===== config.mk =====
export PLATFORM = sky130hd
export DESIGN_NAME = mcu_bus_decoder
export DESIGN_NICKNAME = d
export VERILOG_FILES = /design/src/rtl/busdec_pkg.sv /design/src/rtl/busdec_lo_latch.sv /design/src/rtl/busdec_access.sv /design/src/rtl/busdec_map.sv /design/src/rtl/busdec_prog_ovr.sv /design/src/rtl/mcu_bus_decoder.sv
export SDC_FILE = /design/constraint.sdc
export NUM_CORES = 1
export LEC_CHECK = 0
export BUFFER_PORTS_ARGS = -buffer_cell sky130_fd_sc_hd__buf_2
export CORE_MARGIN = 1.5
export CORE_UTILIZATION = 29
export CTS_BUF_LIST = sky130_fd_sc_hd__clkbuf_4 sky130_fd_sc_hd__clkbuf_8 sky130_fd_sc_hd__clkbuf_16
export DETAILED_ROUTE_END_ITERATION = 6
export PLACE_DENSITY_LB_ADDON = 0.15
export RECOVER_POWER = 50
export SLEW_MARGIN = 20
export SYNTH_ARGS = -nofsm -noshare
export SYNTH_HDL_FRONTEND = slang
export SYNTH_SLANG_ARGS = --single-unit

===== constraint.sdc =====
create_clock -name clk -period 1.25 [get_ports clk]
set_input_delay 0.3125 -clock clk [delete_from_list [all_inputs] [get_ports clk]]
set_output_delay 0.3125 -clock clk [all_outputs]
set_load 0.01 [all_outputs]

===== src/rtl/busdec_pkg.sv =====
`timescale 1ns/1ps
package busdec_pkg;

   typedef enum logic [1:0] {
      ACC_IDLE   = 2'd0,
      ACC_FETCH  = 2'd1,
      ACC_DREAD  = 2'd2,
      ACC_DWRITE = 2'd3
   } acc_e;

   typedef enum logic [1:0] {
      ROM_8K   = 2'd0,
      ROM_16K  = 2'd1,
      ROM_32K  = 2'd2,
      ROM_32KB = 2'd3
   } rom_size_e;

   // select vector bit positions
   localparam int SEL_ROM   = 0;
   localparam int SEL_RAMC  = 1;
   localparam int SEL_RAMD  = 2;
   localparam int SEL_UART  = 3;
   localparam int SEL_PPI   = 4;
   localparam int SEL_IOX   = 5;
   localparam int SEL_BITP0 = 6;

   localparam logic [7:0] BITP_BASE = 8'hFC;
   localparam logic [7:0] IOX_PAGE  = 8'hF8;
   localparam logic [5:0] UART_KB   = 6'b111100;
   localparam logic [5:0] PPI_KB    = 6'b111101;

endpackage


===== src/rtl/busdec_lo_latch.sv =====
`timescale 1ns/1ps
module busdec_lo_latch #(
   parameter int LO_W = 8
) (
   input  logic            clk,
   input  logic            rst_n,
   input  logic            ale_i,
   input  logic [LO_W-1:0] ad_i,
   output logic [LO_W-1:0] q_o
);
   always_ff @(posedge clk or negedge rst_n) begin
      if (!rst_n)     q_o <= '0;
      else if (ale_i) q_o <= ad_i;
   end
endmodule


===== src/rtl/busdec_access.sv =====
`timescale 1ns/1ps
module busdec_access
   import busdec_pkg::*;
(
   input  logic psen_n_i,
   input  logic rd_n_i,
   input  logic wr_n_i,
   output acc_e acc_o
);
   always_comb begin
      if (!psen_n_i)    acc_o = ACC_FETCH;
      else if (!rd_n_i) acc_o = ACC_DREAD;
      else if (!wr_n_i) acc_o = ACC_DWRITE;
      else              acc_o = ACC_IDLE;
   end
endmodule


===== src/rtl/busdec_map.sv =====
`timescale 1ns/1ps
module busdec_map
   import busdec_pkg::*;
#(
   parameter int ADDR_W = 16,
   parameter int N_BITP = 4,
   localparam int SEL_W = SEL_BITP0 + N_BITP,
   localparam int ROM_W = ADDR_W - 1
) (
   input  logic [ADDR_W-1:0] addr_i,
   input  acc_e              acc_i,
   input  logic              ea_n_i,
   input  logic [1:0]        rom_size_i,
   output logic [SEL_W-1:0]  sel_o,
   output logic [ROM_W-1:0]  rom_a_o
);
   localparam logic [ADDR_W-1:0] INT_TOP = ADDR_W'(1) << (ADDR_W - 3);

   logic [1:0] quarter;
   logic [7:0] page;
   logic       fetch, dread, dacc, internal;

   assign quarter  = addr_i[ADDR_W-1 -: 2];
   assign page     = addr_i[ADDR_W-1 -: 8];
   assign fetch    = (acc_i == ACC_FETCH);
   assign dread    = (acc_i == ACC_DREAD);
   assign dacc     = dread || (acc_i == ACC_DWRITE);
   assign internal = ea_n_i && (addr_i < INT_TOP);

   assign sel_o[SEL_ROM]  = (fetch && ((quarter == 2'd0 && !internal) || quarter == 2'd2))
                         || (dread && quarter == 2'd2);
   assign sel_o[SEL_RAMC] = (quarter == 2'd1) && (acc_i != ACC_IDLE);
   assign sel_o[SEL_RAMD] = (quarter == 2'd0) && dacc;
   assign sel_o[SEL_UART] = dacc && (page[7:2] == UART_KB);
   assign sel_o[SEL_PPI]  = dacc && (page[7:2] == PPI_KB);
   assign sel_o[SEL_IOX]  = dacc && (page == IOX_PAGE);

   for (genvar i = 0; i < N_BITP; i++) begin : g_bitp
      assign sel_o[SEL_BITP0+i] = dacc && (page == 8'(BITP_BASE + i));
   end

   // EPROM address: lower half maps to part 0..3FFF, upper half to 4000..7FFF
   assign rom_a_o[ROM_W-3:0] = addr_i[ROM_W-3:0];
   assign rom_a_o[ROM_W-2]   = addr_i[ROM_W-2] && (rom_size_i != ROM_8K);
   assign rom_a_o[ROM_W-1]   = addr_i[ADDR_W-1] && rom_size_i[1];
endmodule


===== src/rtl/busdec_prog_ovr.sv =====
`timescale 1ns/1ps
module busdec_prog_ovr (
   input  logic prg_mode_n_i,
   input  logic ale_i,
   input  logic prg_ale_off_i,
   input  logic prg_pulse_n_i,
   input  logic prg_vpp_n_i,
   input  logic rom_sel_i,
   output logic rom_ce_n_o,
   output logic sys_ale_o,
   output logic vpp_n_o
);
   always_comb begin
      if (!prg_mode_n_i) begin
         rom_ce_n_o = prg_pulse_n_i;
         sys_ale_o  = ale_i && !prg_ale_off_i;
         vpp_n_o    = prg_vpp_n_i;
      end else begin
         rom_ce_n_o = !rom_sel_i;
         sys_ale_o  = ale_i;
         vpp_n_o    = 1'b1;
      end
   end
endmodule


===== src/rtl/mcu_bus_decoder.sv =====
`timescale 1ns/1ps
module mcu_bus_decoder
   import busdec_pkg::*;
#(
   parameter int ADDR_W = 16,
   parameter int N_BITP = 4
) (
   input  logic                clk,
   input  logic                rst_n,
   input  logic                ale_i,
   input  logic [ADDR_W/2-1:0] ad_i,
   input  logic [ADDR_W/2-1:0] a_hi_i,
   input  logic                psen_n_i,
   input  logic                rd_n_i,
   input  logic                wr_n_i,
   input  logic                ea_n_i,
   input  logic [1:0]          rom_size_i,
   input  logic                prg_mode_n_i,
   input  logic                prg_ale_off_i,
   input  logic                prg_pulse_n_i,
   input  logic                prg_vpp_n_i,
   output logic [ADDR_W/2-1:0] a_lo_o,
   output logic [ADDR_W-2:0]   rom_a_o,
   output logic                sys_ale_o,
   output logic                rom_ce_n_o,
   output logic                ram_c_ce_n_o,
   output logic                ram_d_ce_n_o,
   output logic                mem_oe_n_o,
   output logic                uart_cs_n_o,
   output logic                ppi_cs_n_o,
   output logic                iox_cs_n_o,
   output logic [N_BITP-1:0]   bitp_n_o,
   output logic                vpp_n_o
);
   localparam int LO_W  = ADDR_W / 2;
   localparam int SEL_W = SEL_BITP0 + N_BITP;

   if (ADDR_W != 16) begin : g_bad_addr
      $error("mcu_bus_decoder: memory map assumes a 16-bit address");
   end
   if (N_BITP < 1 || N_BITP > 4) begin : g_bad_bitp
      $error("mcu_bus_decoder: N_BITP must be 1..4");
   end

   logic [LO_W-1:0]  lo_q;
   logic [SEL_W-1:0] sel;
   acc_e             acc;
   logic             rd_kind;

   busdec_lo_latch #(.LO_W(LO_W)) u_lat (
      .clk(clk), .rst_n(rst_n), .ale_i(ale_i), .ad_i(ad_i), .q_o(lo_q)
   );

   busdec_access u_acc (
      .psen_n_i(psen_n_i), .rd_n_i(rd_n_i), .wr_n_i(wr_n_i), .acc_o(acc)
   );

   busdec_map #(.ADDR_W(ADDR_W), .N_BITP(N_BITP)) u_map (
      .addr_i({a_hi_i, lo_q}), .acc_i(acc), .ea_n_i(ea_n_i),
      .rom_size_i(rom_size_i), .sel_o(sel), .rom_a_o(rom_a_o)
   );

   busdec_prog_ovr u_ovr (
      .prg_mode_n_i(prg_mode_n_i), .ale_i(ale_i), .prg_ale_off_i(prg_ale_off_i),
      .prg_pulse_n_i(prg_pulse_n_i), .prg_vpp_n_i(prg_vpp_n_i),
      .rom_sel_i(sel[SEL_ROM]), .rom_ce_n_o(rom_ce_n_o),
      .sys_ale_o(sys_ale_o), .vpp_n_o(vpp_n_o)
   );

   assign rd_kind      = (acc == ACC_FETCH) || (acc == ACC_DREAD);
   assign a_lo_o       = lo_q;
   assign ram_c_ce_n_o = !sel[SEL_RAMC];
   assign ram_d_ce_n_o = !sel[SEL_RAMD];
   assign mem_oe_n_o   = !(rd_kind && (sel[SEL_ROM] || sel[SEL_RAMC] || sel[SEL_RAMD]));
   assign uart_cs_n_o  = !sel[SEL_UART];
   assign ppi_cs_n_o   = !sel[SEL_PPI];
   assign iox_cs_n_o   = !sel[SEL_IOX];
   assign bitp_n_o     = ~sel[SEL_W-1:SEL_BITP0];
endmodule


# == Word-level counts from Yosys, hierarchy flattened ==
# Cells that the tools add are included.
# totals
register_bits,8
in_bits,29
out_inout_bits,36
word_cells,56
# classes
n_lt_le_gt_ge,1
n_eq_ne,12
muxes,6
bitwise_logic,1
reduce_logical,35
# op_table
op,count
"8-bit equality test, second input constant",5
1-bit logical AND,17
"16-bit by 14-bit < comparator with 1-bit output, second input constant",1
"6-bit equality test, second input constant",2
1-bit zero test,9
"2-bit equality test, second input constant",3
1-bit logical OR,6
2-bit two-way mux,3
"2-bit by 1-bit equality test with 1-bit output, second input constant",2
4-bit NOT,1
2-bit nonzero test,2
1-bit two-way mux,3
2-bit zero test,1

# == Logic depth before layout (Yosys ltp) ==
# Gate-level depths: netlist (run 1).
# depth
word_depth,11
mapped_depth,3
ltp_nobuf,3

# == By module ==
# From an unflattened synthesis (run 1), not the netlist that was laid out.
# hier_totals
cells_unflattened,72
area_unflattened_um2,683.2
# modules_own_cells
mod,instances,cells_per_inst,area_each_um2,seq_area_each_um2
busdec_lo_latch,1,17,331.6,200.2
busdec_map,1,36,249.0,0.0
mcu_bus_decoder,1,11,50.0,0.0
busdec_prog_ovr,1,5,28.8,0.0
busdec_access,1,3,23.8,0.0

# == Least setup slack after synthesis (run 1) ==
# No wires, ideal clock.
# synth_path
path_kind,input to output
from,input port psen_n_i
to,output port bitp_n_o[1]
t_arrival_ns,1.028
t_required_ns,0.938
slack_ns,-0.090
stages,3
path_buffers,0
path_cell_list,a21bo_2 -> nor3_1 -> nand3b_1
# synth_via
elab_chain_cells,5
elab_cells_between_ends,6
classes_between,eq/ne (2); mux (1); bitwise (1); reduce/logical (2)
# synth_lines
element,line,rtl
start: declaration,mcu_bus_decoder.sv:13,"input logic psen_n_i,"
2-bit two-way mux *,busdec_access.sv:11,if (!psen_n_i) acc_o = ACC_FETCH;
2-bit equality test (on tied branches),"busdec_map.sv:26, busdec_map.sv:27",
1-bit logical OR *,busdec_map.sv:27,assign dacc = dread || (acc_i == ACC_DWRITE);
1-bit logical AND *,busdec_map.sv:39,assign sel_o[SEL_BITP0+i] = dacc && (page == 8'(BITP_BASE + i));
4-bit NOT *,mcu_bus_decoder.sv:78,assign bitp_n_o = ~sel[SEL_W-1:SEL_BITP0];
end: declaration,mcu_bus_decoder.sv:32,"output logic [N_BITP-1:0] bitp_n_o,"
# Mark *: on every way between the ends. The rest lies on a longest branch, timed or not.

# == Worst setup path after layout (run 1) ==
# layout_path
from,input port rd_n_i
to,output port ppi_cs_n_o
# layout_via
elab_chain_cells,6
elab_cells_between_ends,7
classes_between,eq/ne (2); mux (2); reduce/logical (3)
# layout_lines
element,line,rtl
start: declaration,mcu_bus_decoder.sv:14,"input logic rd_n_i,"
2-bit two-way mux *,busdec_access.sv:12,else if (!rd_n_i) acc_o = ACC_DREAD;
2-bit two-way mux *,busdec_access.sv:11,
2-bit equality test (on tied branches),"busdec_map.sv:26, busdec_map.sv:27",
1-bit logical OR *,busdec_map.sv:27,
1-bit logical AND *,busdec_map.sv:35,assign sel_o[SEL_PPI] = dacc && (page[7:2] == PPI_KB);
1-bit zero test *,mcu_bus_decoder.sv:76,assign ppi_cs_n_o = !sel[SEL_PPI];
end: declaration,mcu_bus_decoder.sv:30,"output logic ppi_cs_n_o,"
# Marked as above.

==> results of run 1 <==
-- power groups by stage --
stage          registers (mW)  logic [mW]  clock network [mW]
6_report                0.301       0.294               0.186
5_1_grt                 0.305       0.323               0.217
4_1_cts                 0.302       0.299               0.197
3_5_place_dp            0.307       0.267                   0
3_3_place_gp            0.304       0.264                   0
2_1_floorplan           0.320       0.138                   0
-- per-layer routing --
metal,share of wire (%),vias to the layer above
met2,51,34
met4,0.26,0
met3,7.8,2
li1,-,326
met5,0,-
met1,41,286
-- cell usage in the layout, fill, tap and decap left out, drive strengths merged, types with 2 or more instances in the layout --
cell,synthesis,routed
buf,13,66
clkbuf,1,11
mux2,8,8
dfrtp,8,8
nand3b,3,3
inv,3,3
nand3,3,3
nand2,2,2
nor2,2,2
nor3,2,2
nand2b,2,2
-- path summary, 6_finish.rpt --
check                                         start                       end  cells past startpoint
min in group asynchronous                     rst_n  u_lat.q_o[7]$_DFFE_PN0P_                      2
hold reg to reg            u_lat.q_o[0]$_DFFE_PN0P_  u_lat.q_o[0]$_DFFE_PN0P_                      1
setup reg to reg           u_lat.q_o[6]$_DFFE_PN0P_  u_lat.q_o[6]$_DFFE_PN0P_                      1
hold / removal                              ad_i[0]  u_lat.q_o[0]$_DFFE_PN0P_                      2
setup / recovery                             rd_n_i                ppi_cs_n_o                      4
max in group asynchronous                     rst_n  u_lat.q_o[6]$_DFFE_PN0P_                      2
-- synth_stat cells --
master    instances  area (um2)
a21oi_1           1       5.000
and2_1            1       6.260
or2_2             1       6.260
a21boi_0          1       7.510
inv_1             3       11.26
or4_4             1       11.26
mux2_2            8       90.09
o41ai_1           1       8.760
nor3_1            2       10.01
a22oi_1           1       7.510
o21a_1            1       7.510
nor2_1            2       7.510
nand3_1           3       15.01
nand3b_1          3       22.52
a31oi_1           1       6.260
nand2_1           2       7.510
nand2b_1          2       12.51
a21bo_2           1       10.01
or3_2             1       7.510
nand4_1           1       6.260
a21o_1            1       7.510
dfrtp_1           8       200.2
clkbuf_1          1       3.750
buf_4            13       97.59
-- kinds of logic (layout without fill, tap and decap cells) --
kind of cell           count (synthesis)  after routing
muxes                                  8              8
buffers and inverters                 17             81
and+or+nand+nor                       19             19
DFF                                    8              8
AOI/OAI and AO/OA                      8              8
-- through the flow --
stage	total power, mW	worst slack (ns)
2_1_floorplan	0.4575	-0.08990
3_3_place_gp	0.5677	-0.3231
3_5_place_dp	0.5742	-0.3307
4_1_cts	0.7983	-0.2978
5_1_grt	0.8450	-0.3159
6_report	0.7818	-0.2984
-- timing repair --
item                                    CTS  global route
endpoints found under the setup margin   10            11
hold buffers                              1             0
buffers inserted                          1             1
endpoints found under the hold margin     8             0
pin swaps                                 4             4
resized for setup                        15             2
-- area by class of cell --
| cell class | count | area [um2] |
|---|---|---|
| inverters | 3 | 11.26 |
| repair buffers | 75 | 444.2 |
| well taps | 25 | 31.28 |
| clock buffers | 3 | 22.52 |
| multi-input cells | 35 | 302.8 |
| flip-flops and latches | 8 | 200.2 |
| fillers | 195 | 789.5 |
==> flow_metrics.env, run 1 <==
export IMPL_status="complete, but fails checks"
export IMPL_violations="setup timing"
export IMPL_crit_required_ns=0.94
export IMPL_regMostFlops="u_lat.q_o"
export IMPL_synthToLayoutAreaGrowth_pct=75.87
export IMPL_grt_total_usage_pct=13.34
export IMPL_viasPerCell=4.349
export IMPL_ios=65
export IMPL_die_area_um2=2261
export IMPL_max_stage_delay_ns=0.47
export IMPL_fin_nets=155
export IMPL_grt_overflow_total=0
export IMPL_crit_fanout=4
export IMPL_design_area_um2=1012
export IMPL_clockBufferDepth=2
export IMPL_largest_register_ffs=8
export IMPL_drt_iter0_drc=3
export IMPL_synth_fa_ha_area_share_pct=0
export IMPL_vias=648
export IMPL_gp_congestion=0.6892
export IMPL_ant_nets=0
export IMPL_num_rows=15
export IMPL_max_cap_viol_count=0
export IMPL_rsz0062_at_grt="yes"
export IMPL_antenna_cells=0
export IMPL_drive_gt1_share_pct=70.16
export IMPL_r2r_slack_ns=0.48
export IMPL_vdd_drop_max_mv=0.6611
export IMPL_grt_busiest_layer="met2"
export IMPL_placedCellCount=144
export IMPL_fp_coreArea_um2=1802
export IMPL_end_kind="primary output"
export IMPL_worst_clock_skew_ns=0
export IMPL_syn_nets=89
export IMPL_worst_pin_slew_ns=0.4161
export IMPL_clk_latency_ns=0.25
export IMPL_drc=0
export IMPL_slowest_stage="or4_4"
export IMPL_synthCells=60
export IMPL_hold_class="in2reg"
export IMPL_cts_sinks=8
export IMPL_cp_arrival_ns=1.24
export IMPL_avgSynthCellArea_um2=9.593
export IMPL_clockPowerShare_pct=23.8
export IMPL_grt_pass1_wl_mm=2.090
export IMPL_clk_pin_slew_ns=0.05
export IMPL_p_per_area_nw_per_um2=772.4
export IMPL_initial_core_util_pct=31.94
export IMPL_synth_xor_area_share_pct=0
export IMPL_root_buffer="clkbuf_4"
export IMPL_slew_violations=0
export IMPL_finalSetupTns_ns=-1.839
export IMPL_reg_top3="u_lat.q_o: 8 flops"
export IMPL_synth_compound_area_share_pct=10.43
export IMPL_combinationalPowerShare_pct=37.6
export IMPL_grt_use_met2_pct=24.05
export IMPL_timing_final_ws_setup_ns=-0.2984
export IMPL_netlist_cell_type_count=24
export IMPL_worstPathCellList="buf_6 > a21bo_4 > or4_4 > buf_6"
export IMPL_dp_hpwl_mm=1.276
export IMPL_wl_per_cell_um=10.44
export IMPL_critical_path_buf_inv_count=2
export IMPL_p_leak_nw=0.5020
export IMPL_synth_simple_area_share_pct=19.57
export IMPL_die_y_um=47.55
export IMPL_die_w_um=47.55
export IMPL_start_kind="input port"
export IMPL_fin_cells=149
export IMPL_tritoncts="yes"
export IMPL_swShare_pct=28.98
export IMPL_path_common_cell="buf_6"
export IMPL_switchingPower_mw=0.2266
export IMPL_period_minus_slack_ns=1.548
export IMPL_synth_top_family_by_area="simple AND/OR/NAND/NOR gates"
export IMPL_routed_wl_mm=1.556
export IMPL_seqPwrFrac_pct=38.5
export IMPL_worstSetupPathType="in2out"
export IMPL_firstDrtPassIters=4
export IMPL_finalHoldViolations=0
export IMPL_grt_max_degree=9
export IMPL_fin_util_pct=56.18
export IMPL_grt_antenna_before_repair=0
export IMPL_io_buffer_count=64
export IMPL_synthMuxAreaShare_pct=15.65
export IMPL_internal_power_mw=0.5552
export IMPL_cts_buffers=3
export IMPL_grt_use_met1_pct=13.27
export IMPL_timing_hold_ws_ns=0.2950
export IMPL_setup_viol=10
export IMPL_grt_pass1_vias=539
export IMPL_dpl_cell_area_um2=898.4
export IMPL_fmax_ghz=0.6458
export IMPL_maxSlewHeadroom_pct=72.26
export IMPL_fin_crit_sh_pct=123.9
export IMPL_syn_area_um2=575.6
export IMPL_h_tree_depth=1
export IMPL_synth_seq_cells=8
export IMPL_yosys_warnings=0
export IMPL_use_met3_pct=7.547
export IMPL_seq_area_frac_synth_pct=34.78
export IMPL_crit_family="simple AND/OR/NAND/NOR gates"
Note: power is estimated with default switching activity, not from simulation.
==> inputs of run 2 (changes only) <==
--- a/config.mk
+++ b/config.mk
@@ -11,7 +11,7 @@
 export CTS_BUF_LIST = sky130_fd_sc_hd__clkbuf_4 sky130_fd_sc_hd__clkbuf_8 sky130_fd_sc_hd__clkbuf_16
 export DETAILED_ROUTE_END_ITERATION = 6
 export PLACE_DENSITY_LB_ADDON = 0.15
-export RECOVER_POWER = 50
+export RECOVER_POWER = 25
 export SLEW_MARGIN = 20
 export SYNTH_ARGS = -nofsm -noshare
 export SYNTH_HDL_FRONTEND = slang
==> run 2 against run 1 <==
The run still ends with setup timing left. Routed wire length decreased by 0.45%. Worst hold slack about the same. Cell count unchanged. Sequential share of layout area down 0.22 points. Die area stayed put. Highest routed layer unchanged.
==> flow_metrics.env, run 2 (synthesized netlist as in run 1, its figures left out) <==
export IMPL_fillers=190
export IMPL_ios=65
export IMPL_io_buffer_count=64
export IMPL_vdd_drop_max_mv=0.6716
export IMPL_fin_util_pct=56.81
export IMPL_crit_required_ns=0.94
export IMPL_synthToLayoutAreaGrowth_pct=77.83
export IMPL_p_per_area_nw_per_um2=767.3
export IMPL_violations="setup timing"
export IMPL_drt_iter0_drc=2
export IMPL_timing_final_ws_setup_ns=-0.2984
export IMPL_seqCellArea_um2=200.2
export IMPL_grt_max_degree=9
export IMPL_grt_use_met2_pct=24.05
export IMPL_grt_busiest_layer="met2"
export IMPL_multi_input_area_um2=302.8
export IMPL_period_minus_slack_ns=1.548
export IMPL_grt_antenna_before_repair=0
export IMPL_grt_pass1_vias=539
export IMPL_grt_use_met1_pct=13.27
export IMPL_grt_total_usage_pct=13.34
export IMPL_wl_per_cell_um=10.40
export IMPL_dp_hpwl_mm=1.276
export IMPL_reg_top3="u_lat.q_o: 8 flops"
export IMPL_fp_coreArea_um2=1802
export IMPL_clockBufferDepth=2
export IMPL_dpl_cell_area_um2=898.4
export IMPL_grt_pass1_wl_mm=2.090
export IMPL_hold_class="in2reg"
export IMPL_status="complete, but fails checks"
export IMPL_grt_overflow_total=0
export IMPL_routed_wl_mm=1.549
export IMPL_drc=0
export IMPL_die_y_um=47.55
export IMPL_slew_violations=0
export IMPL_h_tree_depth=1
export IMPL_setup_viol=10
export IMPL_antenna_cells=0
export IMPL_path_common_cell="buf_6"
export IMPL_fin_crit_sh_pct=123.9
export IMPL_vias=645
export IMPL_firstDrtPassIters=4
export IMPL_clk_latency_ns=0.24
export IMPL_clk_pin_slew_ns=0.05
export IMPL_crit_fanout=4
export IMPL_num_rows=15
export IMPL_root_buffer="clkbuf_4"
export IMPL_regMostFlops="u_lat.q_o"
export IMPL_cts_buffers=3
export IMPL_worstSetupPathType="in2out"
export IMPL_p_leak_nw=0.5222
export IMPL_worst_clock_skew_ns=0
export IMPL_design_area_um2=1023
export IMPL_placedCellCount=144
export IMPL_rsz0062_at_grt="yes"
export IMPL_worstPathCellList="buf_6 > a21bo_4 > or4_4 > buf_6"
export IMPL_fin_cells=149
export IMPL_critical_path_buf_inv_count=2
export IMPL_finalHoldViolations=0
export IMPL_final_cell_mix="buf_2 (56), buf_6 (9), mux2_2 (8), buf_4 (8), dfrtp_1 (8)"
export IMPL_die_w_um=47.55
export IMPL_worst_pin_slew_ns=0.4209
export IMPL_crit_family="simple AND/OR/NAND/NOR gates"
export IMPL_ant_nets=0
export IMPL_drive_gt1_share_pct=75.81
export IMPL_finalSetupTns_ns=-1.840
export IMPL_start_kind="input port"
export IMPL_gp_congestion=0.6892
export IMPL_fmax_ghz=0.6458
export IMPL_viasPerCell=4.329
export IMPL_largest_register_ffs=8
export IMPL_use_met3_pct=7.547
export IMPL_initial_core_util_pct=31.94
export IMPL_end_kind="primary output"
export IMPL_max_cap_viol_count=0
export IMPL_mostFrequentLayoutCell="buf_2"
export IMPL_max_stage_delay_ns=0.47
export IMPL_die_area_um2=2261
export IMPL_cts_sinks=8
export IMPL_maxSlewHeadroom_pct=71.94
export IMPL_fin_nets=155
export IMPL_cp_arrival_ns=1.24
export IMPL_slowest_stage="or4_4"
export IMPL_tritoncts="yes"
-- run 2: changes by cell type in the layout (fill, tap and decap cells not counted) --
cell      previous run  this run
buf_2               50        56
buf_4                7         8
clkbuf_1             8         1
-- run 2: layout make-up --
class | instances | area share, %
clock buffer | 3 | 2.200
inverter | 3 | 1.100
multi-input combinational | 35 | 29.58
sequential | 8 | 19.56
tap | 25 | 3.056
timing repair buffer | 75 | 44.50
-- run 2: path summary, 6_finish.rpt --
| kind | start | slack [ns] | endpoint | cells past startpoint |
|---|---|---|---|---|
| setup reg to reg | u_lat.q_o[6]$_DFFE_PN0P_ | 0.48 | u_lat.q_o[6]$_DFFE_PN0P_ | 1 |
| min in group asynchronous | rst_n | 0.51 | u_lat.q_o[7]$_DFFE_PN0P_ | 2 |
| hold / removal | ad_i[0] | 0.30 | u_lat.q_o[0]$_DFFE_PN0P_ | 2 |
| hold reg to reg | u_lat.q_o[0]$_DFFE_PN0P_ | 0.52 | u_lat.q_o[0]$_DFFE_PN0P_ | 1 |
| max in group asynchronous | rst_n | 0.45 | u_lat.q_o[6]$_DFFE_PN0P_ | 2 |
| setup / recovery | rd_n_i | -0.30 | ppi_cs_n_o | 4 |
-- run 2: per-layer routing --
| layer | share of wire, % | wire length, um |
|---|---|---|
| met5 | 0 | 0 |
| met4 | 0.26 | 4 |
| met3 | 7.7 | 119 |
| met2 | 51 | 794 |
| met1 | 41 | 631 |
-- run 2: report_power, final --
part / internal (mW) / total (mW) / switching (mW)
registers: 0.286 / 0.301 / 0.0157
logic: 0.165 / 0.298 / 0.133
clock network: 0.109 / 0.186 / 0.0769
total: 0.559 / 0.785 / 0.226
-- run 2: metrics by stage --
step / setup slack, ns / hold slack (ns) / power (mW)
floorplan: -0.08990 / 0.01691 / 0.4575
finish: -0.2984 / 0.2954 / 0.7853
global placement: -0.3231 / 0.1610 / 0.5677
detailed placement: -0.3307 / 0.1617 / 0.5742
CTS: -0.2978 / 0.2871 / 0.7983
global route: -0.3159 / 0.2772 / 0.8491
-- run 2: timing repair --
item                                    4_1_cts  5_1_grt
endpoints found under the setup margin       10       11
gates resized for setup                      15        2
setup buffers                                 1        1
hold endpoints to repair                      8        0
hold buffers                                  1        0
pin swaps                                     4        4
